--- config.mk ---
export PLATFORM = sky130hd
export DESIGN_NAME = pulse_repeat_detector
export DESIGN_NICKNAME = d
export VERILOG_FILES = /design/src/rtl/rpd_pkg.sv /design/src/rtl/rpd_next.sv /design/src/rtl/rpd_jk_bit.sv /design/src/rtl/pulse_repeat_detector.sv
export SDC_FILE = /design/constraint.sdc
export NUM_CORES = 1
export LEC_CHECK = 0
export ABC_AREA = 1
export BUFFER_PORTS_ARGS = -buffer_cell sky130_fd_sc_hd__buf_4
export CAP_MARGIN = 0
export CORE_AREA = 2 2 39 41
export DETAILED_ROUTE_END_ITERATION = 10
export DIE_AREA = 0 0 41 43
export PLACE_DENSITY = 0.33
export SLEW_MARGIN = 20
export SYNTH_ARGS = -nofsm -noshare
export SYNTH_HDL_FRONTEND = slang
export SYNTH_SLANG_ARGS = --single-unit
--- constraint.sdc ---
create_clock -name clk -period 1.04 [get_ports clk]
set_clock_uncertainty 0.05 [all_clocks]
set_input_delay 0.052 -clock clk [delete_from_list [all_inputs] [get_ports clk]]
set_output_delay 0.052 -clock clk [all_outputs]
set_load 0.03 [all_outputs]
--- src/rtl/rpd_pkg.sv ---
package rpd_pkg;

    // Two state bits: which line carried the last 1, and the output level.
    typedef struct packed {
        logic last_b;   // 0: hit_a was last, 1: hit_b was last
        logic lvl;      // match level
    } rpd_state_t;

    localparam int STATE_W = $bits(rpd_state_t);

    localparam rpd_state_t ST_A = '{last_b: 1'b0, lvl: 1'b0};
    localparam rpd_state_t ST_B = '{last_b: 1'b0, lvl: 1'b1};
    localparam rpd_state_t ST_C = '{last_b: 1'b1, lvl: 1'b0};
    localparam rpd_state_t ST_D = '{last_b: 1'b1, lvl: 1'b1};

endpackage

--- src/rtl/rpd_next.sv ---
module rpd_next
    import rpd_pkg::*;
(
    input  rpd_state_t cur,
    input  logic       hit_a,
    input  logic       hit_b,
    output rpd_state_t nxt,
    output logic       illegal
);
    always_comb begin
        nxt     = cur;
        illegal = hit_a & hit_b;
        if (hit_a && !hit_b) begin
            nxt.last_b = 1'b0;
            nxt.lvl    = ~cur.last_b;
        end else if (hit_b && !hit_a) begin
            nxt.last_b = 1'b1;
            nxt.lvl    = cur.last_b;
        end
    end
endmodule

--- src/rtl/rpd_jk_bit.sv ---
module rpd_jk_bit #(
    parameter logic RST_VAL = 1'b0
) (
    input  logic clk,
    input  logic rst,
    input  logic j,
    input  logic k,
    output logic q
);
    logic q_d;
    logic q_q;

    always_comb begin
        q_d = (j & ~q_q) | (~k & q_q);
    end

    always_ff @(posedge clk) begin
        if (rst) q_q <= RST_VAL;
        else     q_q <= q_d;
    end

    assign q = q_q;
endmodule

--- src/rtl/pulse_repeat_detector.sv ---
module pulse_repeat_detector
    import rpd_pkg::*;
#(
    parameter rpd_state_t RESET_STATE = ST_A
) (
    input  logic clk,
    input  logic rst,
    input  logic pulse,
    input  logic hit_a,
    input  logic hit_b,
    output logic match,
    output logic clash
);
    typedef struct packed {
        logic       pulse;
        rpd_state_t master;
    } regs_t;

    regs_t      r_d;
    regs_t      r_q;
    rpd_state_t slave_q;
    rpd_state_t pend;
    logic       illegal;
    logic       commit;
    logic [STATE_W-1:0] jk_j;
    logic [STATE_W-1:0] jk_k;

    rpd_next u_next (
        .cur     (slave_q),
        .hit_a   (hit_a),
        .hit_b   (hit_b),
        .nxt     (pend),
        .illegal (illegal)
    );

    always_comb begin
        r_d        = r_q;
        r_d.pulse  = pulse;
        if (pulse) r_d.master = pend;
        commit     = r_q.pulse & ~pulse;
    end

    always_ff @(posedge clk) begin
        if (rst) r_q <= '{pulse: 1'b0, master: RESET_STATE};
        else     r_q <= r_d;
    end

    // J-K excitation: drive J for target 1, K for target 0, only on commit.
    always_comb begin
        jk_j = {STATE_W{commit}} & r_q.master;
        jk_k = {STATE_W{commit}} & ~r_q.master;
    end

    generate
        for (genvar g = 0; g < STATE_W; g++) begin : g_bit
            rpd_jk_bit #(.RST_VAL(RESET_STATE[g])) u_jk (
                .clk (clk),
                .rst (rst),
                .j   (jk_j[g]),
                .k   (jk_k[g]),
                .q   (slave_q[g])
            );
        end
    endgenerate

    always_comb begin
        if (pulse)       match = pend.lvl;
        else if (commit) match = r_q.master.lvl;
        else             match = slave_q.lvl;
        clash = pulse & illegal;
    end
endmodule

==> flow_summary.ini <==
[status]
status = finished with violations
violations = negative setup slack

[floorplanning]
dieWidth_um = 41
start_util_pct = 16.0
ios = 7
die-area_um2 = 1760
rows = 14
core_area_um2 = 1380
die_h_um = 43

[sta]
min_period_ns = 1.19
worst_pin_slew_ns = 0.167
slew_viol_final = 0
fmax_mhz = 843
tns_ns = -0.146
setup_viol = 1
fin_ws_ns = -0.146
fin_crit_sh_pct = 114
rsz0062_at_grt = yes
hold_viol = 0
slew_headroom_pct = 88.8
hold-worst-slack_ns = 0.0512

[logic_synthesis]
synth.distinct_cells = 11
syn-cell-area_um2 = 221
synth_area_leaders = dfxtp_1 (45%), nand2_1 (14%), inv_1 (10%)
ys_seq_area_share_pct = 45.2
syn_area_per_cell_um2 = 6.71
ys_warn_count = 0
syn-num-nets = 38
synth-seq-cells = 5
synth_top_area_cell = dfxtp_1
synthCells = 33
synth.top_cell.area_share_pct = 45.2

[worst_setup_path]
worstPathRequired_ns = 0.94
cp.arrival_ns = 1.08
crit_type = reg -> out
reg2reg_depth = 5
rr_endpoint = r_q[0]
crit_path_max_fanout = 4
endpoint_kind = primary output
critPathLaunchType = register
r2r_setup_slack_ns = 0.20

[final_layout]
area_growth_syn_to_layout_pct = 51.4
drive_gt1_share_pct = 29.5
nets = 50
fin_util_pct = 24.2
n_antenna_cell = 0

[clock_tree]
clk_path_buf_depth = 2
cts_buffers = 3
htree_levels = 1
insertion_delay_ns = 0.24
clk_pin_slew_ns = 0.04
cts_root_buffer = clkbuf_4
tritoncts = built
cts_sinks = 5

[detailed_routing]
drtAntennaViolNets = 0
wl_met2_um = 241
drc = 0
routed_wirelength_um = 492
wl_met1_um = 197
wl_met3_um = 53
drt-vias-per-instance = 4.03
firstDrtPassIters = 3
wire_per_inst_um = 8.20
drt_iter0_markers = 5
top_layer_used = met3
route.vias.total = 242

[job]
maxCapViolCount = 0

[power]
p_int_uw = 378
power.leakage_uw = 0.000150
clockPowerShare_pct = 44.2
swShare_pct = 24.5
vdd_drop_max_mv = 0.403
cellPowerDensity_nw_per_um2 = 1490
power_frac_comb_pct = 14.9
seq_power_share_pct = 40.9
switching_power_uw = 122

[grt]
grt_pass1_wl_um = 696
antenna_found_initial = 0
grt_max_degree = 6
grt_pass1_vias = 210
grt-ovfl-total = 0
track_usage_pct = 6.44

[min_path]
holdPathStages = 3
hold_path.startpoint = pulse
hold_class = in -> reg
hold_path_end = r_q[2]

[placement]
gp_congestion = 0.678
dp_slack_ns = 0.101
dp_hpwl_um = 357
numPortBuffers = 6
metal layers:
| metal | vias up | GRT usage, % |
|---|---|---|
| li1 | 123 | - |
| met1 | 111 | 6.15 |
| met2 | 8 | 8.13 |
| met3 | 0 | 3.66 |
| met4 | 0 | 8.00 |
| met5 | - | 0 |
through the flow:
stage | total power, uW | instance area, um^2 | cells
2_1_floorplan | 245 | 225 | 33
3_3_place_gp | 274 | 290 | 55
3_5_place_dp | 275 | 290 | 55
4_1_cts | 509 | 330 | 60
5_1_grt | 527 | 335 | 60
6_report | 501 | 335 | 60
area by class of cell:
class | count | area, um^2
tap | 16 | 20.0
sequential | 5 | 100
clock buffer | 4 | 26.3
inverter | 7 | 26.3
multi-input combinational | 21 | 104
timing repair buffer | 7 | 58.8
fill | 168 | 1050
what timing repair did:
item                                    in CTS  in global routing
gates resized for setup                      1                  1
hold endpoints to repair                     5                  0
hold buffers                                 1                  0
pin swaps                                    0                  0
endpoints found under the setup margin       1                  1
buffers inserted                             0                  0
cell usage after synthesis:
cell type and number:
o21ai_1 2, nor2_1 3, nand2_1 8, nand3_1 3
nor3_1 1, a21oi_1 2, nand2_2 1, inv_1 6
a211oi_1 1, dfxtp_1 5, inv_2 1
power groups by stage:
stage	registers [uW]	logic (uW)	clock network [uW]
2_1_floorplan	207	38.2	0
3_3_place_gp	208	66.5	0
3_5_place_dp	208	66.6	0
4_1_cts	205	72.0	232
5_1_grt	205	82.3	239
6_report	205	74.7	221
layout by cell type (no fill, tap or decap), types with 2 or more instances in the layout:
cell,synthesis,layout
clkbuf_4,0,3
dfxtp_1,5,5
nand2_1,8,8
buf_4,0,5
nand3_1,3,2
nor2_1,3,3
inv_1,6,6
a21oi_1,2,2
worst max-delay path, cell delays in order, from the launching register on:
cell,delay (ns)
dfxtp_1,0.30
nand2_2,0.09
nand2_1,0.05
o21ai_1,0.06
inv_1,0.07
o21ai_2,0.12
buf_6,0.14
how the worst max path moves through the flow:
stage	startpoint	to	cells past startpoint
final	r_q[2]	match	6
after global routing	r_q[2]	match	6
after CTS	r_q[2]	match	6
after detailed placement	r_q[2]	match	6
after global placement	register	match	6
after floorplan	r_q[2]	match	4
cells by family after synthesis:
group / after synthesis / synth area share [%]
compound gates: 5 / 12.4
buf+inv: 7 / 11.9
flops: 5 / 45.2
simple gates: 16 / 30.5
Note: power is estimated with default switching activity, not from simulation.
